[config.mk]
export PLATFORM = sky130hd
export DESIGN_NAME = twi_shift_unit
export DESIGN_NICKNAME = d
export VERILOG_FILES = /design/src/rtl/twi_shift_unit.sv
export SDC_FILE = /design/constraint.sdc
export NUM_CORES = 1
export LEC_CHECK = 0
export BUFFER_PORTS_ARGS = -buffer_cell sky130_fd_sc_hd__buf_2
export CORE_MARGIN = 2
export CORE_UTILIZATION = 46
export CTS_CLUSTER_SIZE = 20
export DETAILED_ROUTE_END_ITERATION = 8
export PLACE_DENSITY = 0.82
export SLEW_MARGIN = 20
export SYNTH_ARGS = -nofsm -noshare
export SYNTH_HDL_FRONTEND = slang
export SYNTH_SLANG_ARGS = --single-unit
[constraint.sdc]
create_clock -name clk -period 2.77 [get_ports clk]
set_clock_uncertainty 0.05 [all_clocks]
set_input_delay 0.277 -clock clk [delete_from_list [all_inputs] [get_ports clk]]
set_output_delay 0.277 -clock clk [all_outputs]
set_load 0.02 [all_outputs]
[src/rtl/twi_shift_unit.sv]
module twi_shift_unit #(
  parameter int DW = 8,
  parameter int CW = 4
) (
  input  logic          clk,
  input  logic          rst_n,
  input  logic          master_mode,
  input  logic          scl_port,
  input  logic          scl_in,
  input  logic          sda_in,
  output logic          scl_oe,
  output logic          sda_oe,
  input  logic          sda_en,
  input  logic          hold_req,
  input  logic          hold_on_ovf,
  input  logic          cnt_clr,
  input  logic          cnt_load,
  input  logic [CW-1:0] cnt_load_val,
  input  logic          data_load,
  input  logic [DW-1:0] data_load_val,
  input  logic          ovf_clr,
  output logic [DW-1:0] data_q,
  output logic [CW-1:0] cnt_q,
  output logic          ovf_flag
);
  localparam logic [CW-1:0] CNT_TOP = {CW{1'b1}};

  logic scl_q;
  logic sda_smp;
  logic scl_rise, scl_fall, scl_edge, wrap;

  assign scl_rise = scl_in & ~scl_q;
  assign scl_fall = ~scl_in & scl_q;
  assign scl_edge = scl_rise | scl_fall;
  assign wrap     = scl_edge & (cnt_q == CNT_TOP) & ~cnt_clr & ~cnt_load;

  always_ff @(posedge clk or negedge rst_n) begin
    if (!rst_n) begin
      scl_q   <= 1'b1;
      sda_smp <= 1'b1;
    end else begin
      scl_q <= scl_in;
      if (scl_rise) sda_smp <= sda_in;
    end
  end

  always_ff @(posedge clk or negedge rst_n) begin
    if (!rst_n)         data_q <= '0;
    else if (data_load) data_q <= data_load_val;
    else if (scl_fall)  data_q <= {data_q[DW-2:0], sda_smp};
  end

  always_ff @(posedge clk or negedge rst_n) begin
    if (!rst_n)        cnt_q <= '0;
    else if (cnt_clr)  cnt_q <= '0;
    else if (cnt_load) cnt_q <= cnt_load_val;
    else if (scl_edge) cnt_q <= cnt_q + 1'b1;
  end

  always_ff @(posedge clk or negedge rst_n) begin
    if (!rst_n)       ovf_flag <= 1'b0;
    else if (wrap)    ovf_flag <= 1'b1;
    else if (ovf_clr) ovf_flag <= 1'b0;
  end

  assign scl_oe = master_mode ? ~scl_port : (hold_req | (hold_on_ovf & ovf_flag));
  assign sda_oe = sda_en & ~data_q[DW-1];
endmodule


[Word level (Yosys, flattened, before mapping)]
Cells that the tools add are included.
Word-level totals
  register bits after elaboration: 15
  input bits: 25
  output and inout bits: 15
  logic and storage cells: 33
Cells by class
  add/sub/neg operators: 1
  equality and inequality tests: 1
  muxes and demuxes: 8
  bitwise operators: 15
  reductions and logical operators: 3
Operator list (number)
  8-bit 2-to-1 mux: 2
  4-bit 2-to-1 mux: 3
  1-bit AND: 7
  1-bit NOT: 6
  4-bit by 1-bit adder with 4-bit output (second input constant): 1
  4-bit equality test (second input constant): 1
  2-bit nonzero test: 2
  1-bit 2-to-1 mux: 3
  3-bit nonzero test: 1
  1-bit bitwise OR: 2

[Longest topological paths before layout]
Gate-level depths: netlist of the first run.
  depth in word-level cells: 7
  depth in mapped cells: 5
  depth with buffers taken out: 5

[Worst setup path after synthesis of the first run]
No wires, ideal clock.
  path type: register -> register
  from: register scl_q
  to: register cnt_q[3]
  setup time: 0.119 ns
  arrival time: 1.258 ns
  data required time: 2.601 ns
  setup slack: 1.343 ns
  stages on the path, launching flop included: 5
  path buffers: 0
  period minus slack after synthesis: 1.427 ns
  cells stage by stage: dfstp_2 ha_1 nand4b_1 xnor2_1 o21a_1
Between the ends
  cells in the longest elaborated chain, start to end: 4
  elaborated cells on any way between the ends: 5
  those cells by class: bitwise (4); reduce/logical (1)
RTL lines
  from (decl): RTL line 28  | logic scl_q;
  from (signal assigned): RTL line 42  | scl_q <= scl_in;
  1-bit NOT: RTL line 32  | assign scl_rise = scl_in & ~scl_q;
  1-bit AND: RTL line 32
  1-bit bitwise OR *: RTL line 34  | assign scl_edge = scl_rise | scl_fall;
  3-bit nonzero test (no source line) *
  to (signal assigned): RTL line 56  | else if (cnt_load) cnt_q <= cnt_load_val;
  to (signal assigned): RTL line 57  | else if (scl_edge) cnt_q <= cnt_q + 1'b1;
  to (decl): RTL line 23  | output logic [CW-1:0] cnt_q,
Mark *: on every way between the ends. The rest lies on a longest branch, timed or not.
A chain may end at the register's enable or synchronous reset.

[Worst setup path in the final report of the first run]
  from: register scl_q
  to: register data_q[6]
Between the ends
  cells in the longest elaborated chain, start to end: 2
RTL lines
  1-bit AND: RTL line 33  | assign scl_fall = ~scl_in & scl_q;
  2-bit nonzero test (no source line)
  to (signal assigned): RTL line 49  | else if (data_load) data_q <= data_load_val;
  to (signal assigned): RTL line 50  | else if (scl_fall) data_q <= {data_q[DW-2:0], sda_smp};
  to (decl): RTL line 22  | output logic [DW-1:0] data_q,
Every way passes these cells.

==> results of run 1 <==
[stage by stage]
stage	cell area, µm²	total power [mW]	hold WS (ns)	std cells
floorplan	754	0.333	-0.0686	70
global placement	952	0.379	0.142	122
detailed placement	952	0.384	0.143	122
CTS	990	0.506	0.0650	127
global route	990	0.532	0.0560	127
finish	990	0.503	0.0648	127
[cell type report]
| cell class | count | area (µm²) |
|---|---|---|
| repair buffers | 40 | 205 |
| well taps | 16 | 20.0 |
| flip-flops and latches | 15 | 378 |
| inverters | 5 | 18.8 |
| multi-input cells | 47 | 340 |
| fillers | 137 | 534 |
| clock inverters | 1 | 5.00 |
| clock buffers | 3 | 22.5 |
[logic make-up after synthesis]
family                     after synthesis  share of synthesized area (%)
AOI/OAI and AO/OA                       15                           11.4
DFF                                     15                           50.1
and+or+nand+nor                         14                           8.96
muxes                                   12                           16.3
buffers and inverters                    8                           4.81
xor gates and xnor gates                 3                           3.48
adders and majority gates                3                           4.98
[synth_stat cells]
cell type / n
a211oi_1: 1
a21oi_1: 3
buf_2: 2
buf_4: 1
dfrtp_1: 13
dfstp_2: 2
ha_1: 3
inv_1: 5
mux2_1: 1
mux2_2: 1
mux2i_1: 10
nand2_1: 8
nand2b_1: 1
nand4b_1: 2
nor2_1: 2
nor2b_1: 1
o21a_1: 2
o21ai_1: 8
o32ai_1: 1
xnor2_1: 3
[what timing repair did]
| action | 4_1_cts | 5_1_grt |
|---|---|---|
| setup buffers | 0 | 0 |
| setup endpoints to repair | 0 | 0 |
| endpoints found under the hold margin | 13 | 0 |
| hold buffers | 1 | 0 |
[sequential cells by signal (all words and copies together) (netlist names)]
name / count
ovf_flag: 1
sda_smp: 1
data_q: 8
scl_q: 1
cnt_q: 4
[worst max-delay path: stages (launching register included)]
cell and delay, ns:
dfstp_2 0.54, ha_1 0.45, mux2i_1 0.27, o21ai_1 0.10
[metal layers]
layer | GRT usage (%) | vias up | part of all wire [%]
met5 | 0 | - | 0
met1 | 22.7 | 285 | 42
met2 | 29.3 | 17 | 52
met4 | 3.64 | 0 | 0.64
met3 | 4.08 | 2 | 5.5
li1 | - | 321 | -
[power by group through the flow]
stage | clock [mW] | combinational [mW] | sequential, mW
2_1_floorplan | 0 | 0.0518 | 0.281
3_5_place_dp | 0 | 0.122 | 0.262
3_3_place_gp | 0 | 0.119 | 0.261
4_1_cts | 0.124 | 0.123 | 0.258
5_1_grt | 0.136 | 0.135 | 0.261
6_report | 0.123 | 0.122 | 0.258
[path summary, 6_finish.rpt]
| check | endpoint |
|---|---|
| worst min-delay path | scl_q$_DFF_PN1_ |
| min in group asynchronous | data_q[4]$_DFFE_PN0P_ |
| max in group asynchronous | sda_smp$_DFFE_PN1P_ |
| worst max register to register | data_q[6]$_DFFE_PN0P_ |
| worst min register to register | ovf_flag$_DFFE_PN0P_ |
| worst max-delay path | data_q[6]$_DFFE_PN0P_ |
==> summary.txt, run 1 <==
Status
  • Run status: completed

Finish
  • Commonest non-fill, non-tap cells in the layout: 39 x buf_2, 13 x dfrtp_1, 10 x mux2i_1, 8 x nand2_1, 8 x o21ai_1
  • Layout Nets: 140
  • Most common cell after layout, fill and taps aside: buf_2
  • P&R area growth vs syn: 31.2%
  • Post-layout util: 64.9%
  • Diodes inserted: 0
  • Fraction of layout cells with a size suffix above 1: 41.4%

Power
  • Max rail drop VDD: 0.337 mV
  • Pwr/cell area: 508 nW/µm²
  • Sw Ratio: 30.7%
  • Lkg Pwr: 0.520 nW
  • Part of the power in registers: 51.3%
  • Comb pwr share: 24.3%
  • NetSw: 154 µW
  • Clock power share: 24.4%
  • Power Internal: 349 µW

Place
  • Place WS: 1.27 ns
  • Port buffer count: 39
  • DP HPWL: 1230 µm
  • Gpl congestion: 0.727

Yosys
  • Cells after synthesis: 70
  • Yosys top cell area share: 43.1%
  • Synth Net Count: 98
  • Synth Register Bits: 15
  • Register area share after synthesis: 50.1%
  • Netlist Area Pre-Place: 754 µm²
  • Synth cell types: 20
  • Synth warn: 0
  • Synth top area cells: dfrtp_1 43%, mux2i_1 13%, dfstp_2 7.0%, o21ai_1 5.3%, ha_1 5.0%
  • Area leader, netlist: dfrtp_1
  • Avg Inst Size Synth: 10.8 µm²

STA
  • Worst-Margin Slew: 0.480 ns
  • Setup WS post-layout: 1.24 ns
  • Final hold vios: 0
  • Final Setup Violations: 0
  • RSZ-0062 raised after global routing: false
  • Max-Slew Margin vs Limit: 68.0%
  • Post-route setup TNS: 0 ns
  • Tcrit/Tclk final: 55.1%
  • Fin. max-slew vios: 0
  • Fmax: 655 MHz
  • Clock period minus worst slack: 1.53 ns

Die
  • Top Ports: 40
  • Starting Density: 49.5%
  • Core area: 1520 µm²
  • DIE WIDTH: 44.5 µm
  • Chip height: 44.5 µm
  • Core Rows: 14
  • Die area: 1980 µm²

Critical path
  • R2R setup slack: 1.24 ns
  • Arrival @ worst endpoint: 1.63 ns
  • Reg2reg start: scl_q$_DFF_PN1_
  • Worst setup EP type: flip-flop
  • Worst r2r path cells: 3
  • Critical Path RT: 2.88 ns
  • CP max FO: 8
  • Critical Path Source: scl_q$_DFF_PN1_
  • Startpoint Class: flip-flop
  • Crit Path Class: reg -> reg

Drt
  • Total wire length: 1570 µm
  • Initial DRC count: 4
  • Drt wl/cell: 12.4 µm
  • Routed via count: 625
  • Residual DRC: 0
  • Remaining antenna violation count: 0
  • DR pass1 iterations: 4
  • Vias per std cell: 4.92

Clock network
  • H-tree levels: 1
  • Post-CTS Resized: 0
  • Worst-path clk slew: 0.10 ns
  • Root Buffer: clkbuf_4
  • CTS tree: done
  • TritonCTS buffer count: 3
  • Bufs on Longest Clock Path: 2
  • CTS Sinks: 15
  • Clk_lat worst skew: 0.28 ns

Global route
  • Initial antenna violation count: 0
  • Largest net degree at the start of global routing: 17
  • Overall Global Routing Usage: 17.4%
  • Final global-route overflow total: 0
  • Number of global-route vias before repair: 579
  • Global-route wire length before repair: 2540 µm

Worst hold path
  • WHS Path Cells: 1
  • Min-delay src: scl_in
  • Worst hold path class: in -> reg

Run
  • Max-Cap Viols: 0
Power figures use the tool's default switching activity.
==> inputs of run 2 (changes only) <==
Settings changed: CORE_UTILIZATION 46 to 43, PLACE_DENSITY 0.82 to 0.77.
Clock period 2.77 ns to 1.52 ns, I/O delays scaled along.
==> summary.txt, run 2 (synthesized netlist as in run 1, its figures left out) <==
STA
  • Fmax: 704 MHz (+7.4%)
  • Worst-Margin Slew: 0.341 ns (-0.139 ns)
  • Fin. max-slew vios: 0 (unchanged)
  • Max-Slew Margin vs Limit: 77.2% (+9.2 points)
  • Tcrit/Tclk final: 93.5% (+38 points)
  • Post-route setup TNS: 0 ns (unchanged)
  • Final Setup Violations: 0 (unchanged)
  • Clock period minus worst slack: 1.42 ns (-0.105 ns)
  • Final hold vios: 0 (unchanged)
  • RSZ-0062 raised after global routing: false

Finish
  • Diodes inserted: 0 (unchanged)
  • P&R area growth vs syn: 36.5%
  • Post-layout util: 61.0% (-4.0 points)
  • Most common cell after layout, fill and taps aside: buf_2
  • Max reg flops: 8 (unchanged)
  • Reg with most FFs: data_q
  • Biggest registers after layout: data_q (8), cnt_q (4)
  • Final Instance Count excl. Fillers: 131 (+3.1%)
  • Layout Nets: 143 (+2.1%)
  • Fraction of layout cells with a size suffix above 1: 41.2% (-0.21 points)
  • Commonest non-fill, non-tap cells in the layout: 39 x buf_2, 13 x dfrtp_1, 10 x mux2i_1, 8 x nand2_1, 8 x o21ai_1

Clock network
  • Post-CTS Setup Bufs: 0 (unchanged)
  • H-tree levels: 1 (unchanged)
  • Worst-path clk slew: 0.09 ns (about the same)
  • Bufs on Longest Clock Path: 2 (unchanged)
  • Clk_lat worst skew: 0.28 ns (about the same)
  • CTS Sinks: 15 (unchanged)
  • CTS tree: done
  • Root Buffer: clkbuf_4
  • TritonCTS buffer count: 3 (unchanged)

Worst hold path
  • WHS Path Cells: 3 (+2)
  • Worst hold path class: in -> reg

Place
  • Port buffer count: 39 (unchanged)
  • Cells after DPL: 124 (+1.6%)
  • Gpl congestion: 0.826 (+14%)
  • DP HPWL: 1130 µm (-7.9%)

Drt
  • Vias per std cell: 5.05 (+2.5%)
  • Routed via count: 661 (+5.8%)
  • Remaining antenna violation count: 0 (unchanged)
  • Drt wl/cell: 11.7 µm (-5.6%)
  • DR pass1 iterations: 4 (unchanged)
  • Residual DRC: 0 (unchanged)
  • Initial DRC count: 6 (+2)
  • Total wire length: 1530 µm (-2.6%)

Critical path
  • CP max FO: 5 (-3)
  • Crit Path Class: reg -> reg
  • Critical path's largest stage delay: 0.56 ns (+0.02 ns)
  • Critical Path RT: 1.65 ns (-1.23 ns)
  • Crit path cell chain: ha_4, nand4b_1, xnor2_1, o21a_1
  • Startpoint Class: flip-flop
  • CP bufs+invs: 0 (unchanged)
  • Worst setup EP type: flip-flop
  • Top delay family on crit path: flip-flops
  • Arrival @ worst endpoint: 1.55 ns (-0.08 ns)
  • Worst r2r path cells: 4 (+1)
  • Slowest-stage cell, CP: dfstp_2
  • Critical Path Stages: 4 (+1)

Power
  • Part of the power in registers: 50.4% (-0.9 points)
  • Power Internal: 648 µW (+86%)
  • Pwr/cell area: 903 nW/µm² (+78%)
  • Max rail drop VDD: 0.651 mV (+94%)
  • Sw Ratio: 30.4% (-0.28 points)
  • Clock power share: 24.7% (+0.3 points)
  • Comb pwr share: 24.9% (+0.6 points)
  • Lkg Pwr: 0.530 nW (+2.1%)
  • NetSw: 283 µW (+83%)

Global route
  • Final global-route overflow total: 0 (unchanged)
  • Global-route wire length before repair: 2280 µm (-10%)
  • Initial antenna violation count: 0 (unchanged)
  • Number of global-route vias before repair: 581 (+0.35%)
  • Overall Global Routing Usage: 15.3% (-2.1 points)
  • Largest net degree at the start of global routing: 17 (unchanged)

Die
  • Core Rows: 15 (+1)
  • Chip height: 45.9 µm (+3.1%)
  • Die area: 2110 µm² (+6.3%)
  • DIE WIDTH: 45.9 µm (+3.1%)
  • Starting Density: 44.7% (-4.8 points)
  • Top Ports: 40 (unchanged)
  • Core area: 1690 µm² (+11%)

Run
  • Max-Cap Viols: 0 (unchanged)

Status
  • Run status: completed
==> run 2: per-stage QoR <==
stage	power (mW)	cell area [µm²]	hold WS [ns]	setup slack, ns
final	0.930	1030	0.0319	0.0995
after detailed placement	0.698	961	0.0274	0.0521
after floorplan	0.606	754	-0.194	0.0932
after global placement	0.692	961	0.0201	0.0775
after CTS	0.933	1020	0.0271	0.0302
after global routing	0.980	1030	0.0392	0.0510
==> run 2: repair_timing <==
item,CTS,global route
hold endpoints to repair,15,0
gates resized for setup,0,1
hold buffers,3,0
endpoints found under the setup margin,0,2
==> run 2: per-layer routing <==
metal / GRT usage [%] / routed length, µm / up-vias
met1: 16.5 / 655 / 307
met5: 0 / 0 / -
met4: 8.57 / 31 / 0
met3: 2.38 / 59 / 4
met2: 27.8 / 780 / 22
li1: - / - / 328
==> run 2: area by class of cell <==
class                           instances  area (µm²)
Tap cell                               17        21.3
Inverter                                5        18.8
Timing Repair Buffer                   43         233
Sequential cell                        15         378
Multi-Input combinational cell         47         353
Fill cell                             148         659
Clock buffer                            4        26.3
==> run 2: final timing paths <==
| kind | to | slack [ns] | startpoint |
|---|---|---|---|
| hold reg to reg | ovf_flag$_DFFE_PN0P_ | 0.50 | ovf_flag$_DFFE_PN0P_ |
| setup / recovery | cnt_q[3]$_DFFE_PN0P_ | 0.1 | scl_q$_DFF_PN1_ |
| hold / removal | data_q[6]$_DFFE_PN0P_ | 0.03 | data_load_val[6] |
| min in group asynchronous | data_q[7]$_DFFE_PN0P_ | 0.25 | rst_n |
| setup reg to reg | cnt_q[3]$_DFFE_PN0P_ | 0.1 | scl_q$_DFF_PN1_ |
| max in group asynchronous | sda_smp$_DFFE_PN1P_ | 0.87 | rst_n |
==> run 2: tightest hold or removal path: stages <==
cell     delay [ns]
buf_2          0.08
nand2_1        0.04
o21ai_1        0.06
==> run 2: power groups by stage <==
stage | combinational [mW] | sequential [mW] | clock (mW)
floorplan | 0.0945 | 0.512 | 0
global placement | 0.218 | 0.474 | 0
detailed placement | 0.222 | 0.476 | 0
CTS | 0.231 | 0.468 | 0.234
global route | 0.257 | 0.474 | 0.249
finish | 0.231 | 0.469 | 0.230
==> inputs of run 3 (changes only) <==
Settings changed: CORE_UTILIZATION 43 to 46, PLACE_DENSITY 0.77 to 0.82.
Clock period 1.52 ns to 1.8 ns, I/O delays scaled along.
==> summary.txt, run 3 (synthesized netlist as in run 1, its figures left out) <==
Global route
  • Grt met3 use: 2.86% (+0.48 points)
  • Most used routing layer: met2
  • Number of global-route vias before repair: 612 (+5.3%)
  • Global-route wire length before repair: 2600 µm (+14%)
  • GR met2 Demand/Resource: 29.6% (+1.8 points)
  • Final global-route overflow total: 0 (unchanged)
  • Largest net degree at the start of global routing: 17 (unchanged)
  • Initial antenna violation count: 0 (unchanged)
  • Overall Global Routing Usage: 17.7% (+2.4 points)
  • Met1 Use GR: 22.8% (+6.2 points)

Clock network
  • Bufs on Longest Clock Path: 2 (unchanged)
  • H-tree levels: 1 (unchanged)
  • Clk_lat worst skew: 0.28 ns (about the same)
  • CTS Sinks: 15 (unchanged)
  • Post-CTS Setup Bufs: 0 (unchanged)
  • Post-CTS Resized: 0 (unchanged)
  • CTS tree: done
  • Post-CTS Hold Buffers: 2 (-1)
  • Root Buffer: clkbuf_4
  • TritonCTS buffer count: 3 (unchanged)
  • Worst-path clk slew: 0.09 ns (about the same)

Critical path
  • CP max FO: 5 (unchanged)
  • Top delay family on crit path: buffers and inverters
  • Arrival @ worst endpoint: 1.72 ns (+0.17 ns)
  • Startpoint Class: primary input
  • Worst setup EP type: flip-flop
  • Critical Path RT: 1.92 ns (+0.27 ns)
  • Reg2reg start: scl_q$_DFF_PN1_
  • CP bufs+invs: 3 (+3)
  • Crit Path Class: in -> reg
  • Slowest-stage cell, CP: dlygate4sd3_1
  • Crit path cell chain: dlygate4sd3_1, buf_2, inv_1, ha_1, mux2_1, mux2i_1, nor2_1
  • Critical Path Source: scl_in
  • Critical path's largest stage delay: 0.52 ns (-0.04 ns)

Place
  • Port buffer count: 39 (unchanged)
  • DP HPWL: 1180 µm (+4.3%)
  • Gpl congestion: 0.790 (-4.4%)
  • Place WS: 0.311 ns (+0.258 ns)

Power
  • Clock power share: 24.4% (-0.3 points)
  • Power Internal: 538 µW (-17%)
  • Pwr/cell area: 775 nW/µm² (-14%)
  • Comb pwr share: 24.5% (-0.4 points)
  • Lkg Pwr: 0.524 nW (-1.2%)
  • Overall Power: 775 µW (-17%)
  • NetSw: 237 µW (-16%)
  • Part of the power in registers: 51.1% (+0.7 points)
  • Sw Ratio: 30.5% (+0.16 points)
  • Max rail drop VDD: 0.557 mV (-14%)

STA
  • Setup WS post-layout: 0.199 ns (+0.100 ns)
  • Max-Slew Margin vs Limit: 69.6% (-7.6 points)
  • Fin. max-slew vios: 0 (unchanged)
  • Clock period minus worst slack: 1.60 ns
  • Final Setup Violations: 0 (unchanged)
  • Tcrit/Tclk final: 88.9%
  • Final hold vios: 0 (unchanged)
  • Fmax: 625 MHz
  • Worst-Margin Slew: 0.455 ns (+0.114 ns)
  • WHS: 0.0410 ns (+0.00912 ns)
  • RSZ-0062 raised after global routing: false
  • Post-route setup TNS: 0 ns (unchanged)

Drt
  • DR pass1 iterations: 4 (unchanged)
  • Residual DRC: 0 (unchanged)
  • Remaining antenna violation count: 0 (unchanged)
  • Routed via count: 656 (-0.76%)
  • Drt wl/cell: 11.9 µm (+2.3%)
  • Vias per std cell: 5.13 (+1.6%)
  • Total wire length: 1530 µm (unchanged)
  • Initial DRC count: 10 (+4)

Die
  • Top Ports: 40 (unchanged)
  • Core Rows: 14 (-1)
  • Core area: 1520 µm² (-9.8%)
  • DIE WIDTH: 44.5 µm (-3.0%)
  • Die area: 1980 µm² (-5.9%)
  • Chip height: 44.5 µm (-3.0%)
  • Starting Density: 49.5% (+4.8 points)

Finish
  • Diodes inserted: 0 (unchanged)
  • Biggest registers after layout: data_q (8), cnt_q (4)
  • Post-layout util: 65.6% (+4.6 points)
  • Commonest non-fill, non-tap cells in the layout: 39 x buf_2, 13 x dfrtp_1, 10 x mux2i_1, 8 x nand2_1, 8 x o21ai_1
  • Reg with most FFs: data_q
  • Fraction of layout cells with a size suffix above 1: 41.1% (-0.16 points)
  • P&R area growth vs syn: 32.5%
  • Layout Nets: 141 (-1.4%)
  • Max reg flops: 8 (unchanged)
  • Most common cell after layout, fill and taps aside: buf_2

Status
  • Run status: completed

Worst hold path
  • Min-delay src: ovf_clr
  • Worst hold path class: in -> reg

Run
  • Max-Cap Viols: 0 (unchanged)
## run 3: changes by cell type in the layout (fill, tap and decap cells not counted)
cell	previous run	this run
dlygate4sd3_1	3	2
ha_4	1	0
buf_4	1	0
clkbuf_1	1	0
clkinv_2	0	1
ha_1	2	3
## run 3: per-layer routing
layer  vias up  part of all wire, %
met5         -                    0
met1       309                   42
li1        326                    -
met3         2                  5.2
met2        19                   52
met4         0                 0.85
## run 3: worst paths after layout
kind / endpoint / slack [ns] / cells after the start
worst max register to register: cnt_q[1]$_DFFE_PN0P_ / 0.32 / 4
worst max-delay path: cnt_q[1]$_DFFE_PN0P_ / 0.20 / 7
worst min register to register: ovf_flag$_DFFE_PN0P_ / 0.51 / 2
min in group asynchronous: data_q[5]$_DFFE_PN0P_ / 0.27 / 2
max in group asynchronous: sda_smp$_DFFE_PN1P_ / 1.14 / 2
worst min-delay path: ovf_flag$_DFFE_PN0P_ / 0.04 / 2
## run 3: final cells by class
class                           instances  area, µm²
Clock buffer                            3       22.5
Timing Repair Buffer                   41        215
Tap cell                               16       20.0
Multi-Input combinational cell         47        340
Inverter                                5       18.8
Sequential cell                        15        378
Fill cell                             140        524
Clock inverter                          1       5.00
## run 3: power by group through the flow
stage          clock network (mW)  logic, mW  registers (mW)
5_1_grt                     0.208      0.211           0.400
3_5_place_dp                    0      0.188           0.402
2_1_floorplan                   0     0.0798           0.432
6_report                    0.189      0.190           0.396
4_1_cts                     0.196      0.192           0.396
3_3_place_gp                    0      0.183           0.401
## run 3: through the flow
step                      cell area (µm²)  instances
final                                1000        128
after global routing                 1000        128
after CTS                            1000        128
after detailed placement              952        122
after global placement                952        122
after floorplan                       754         70
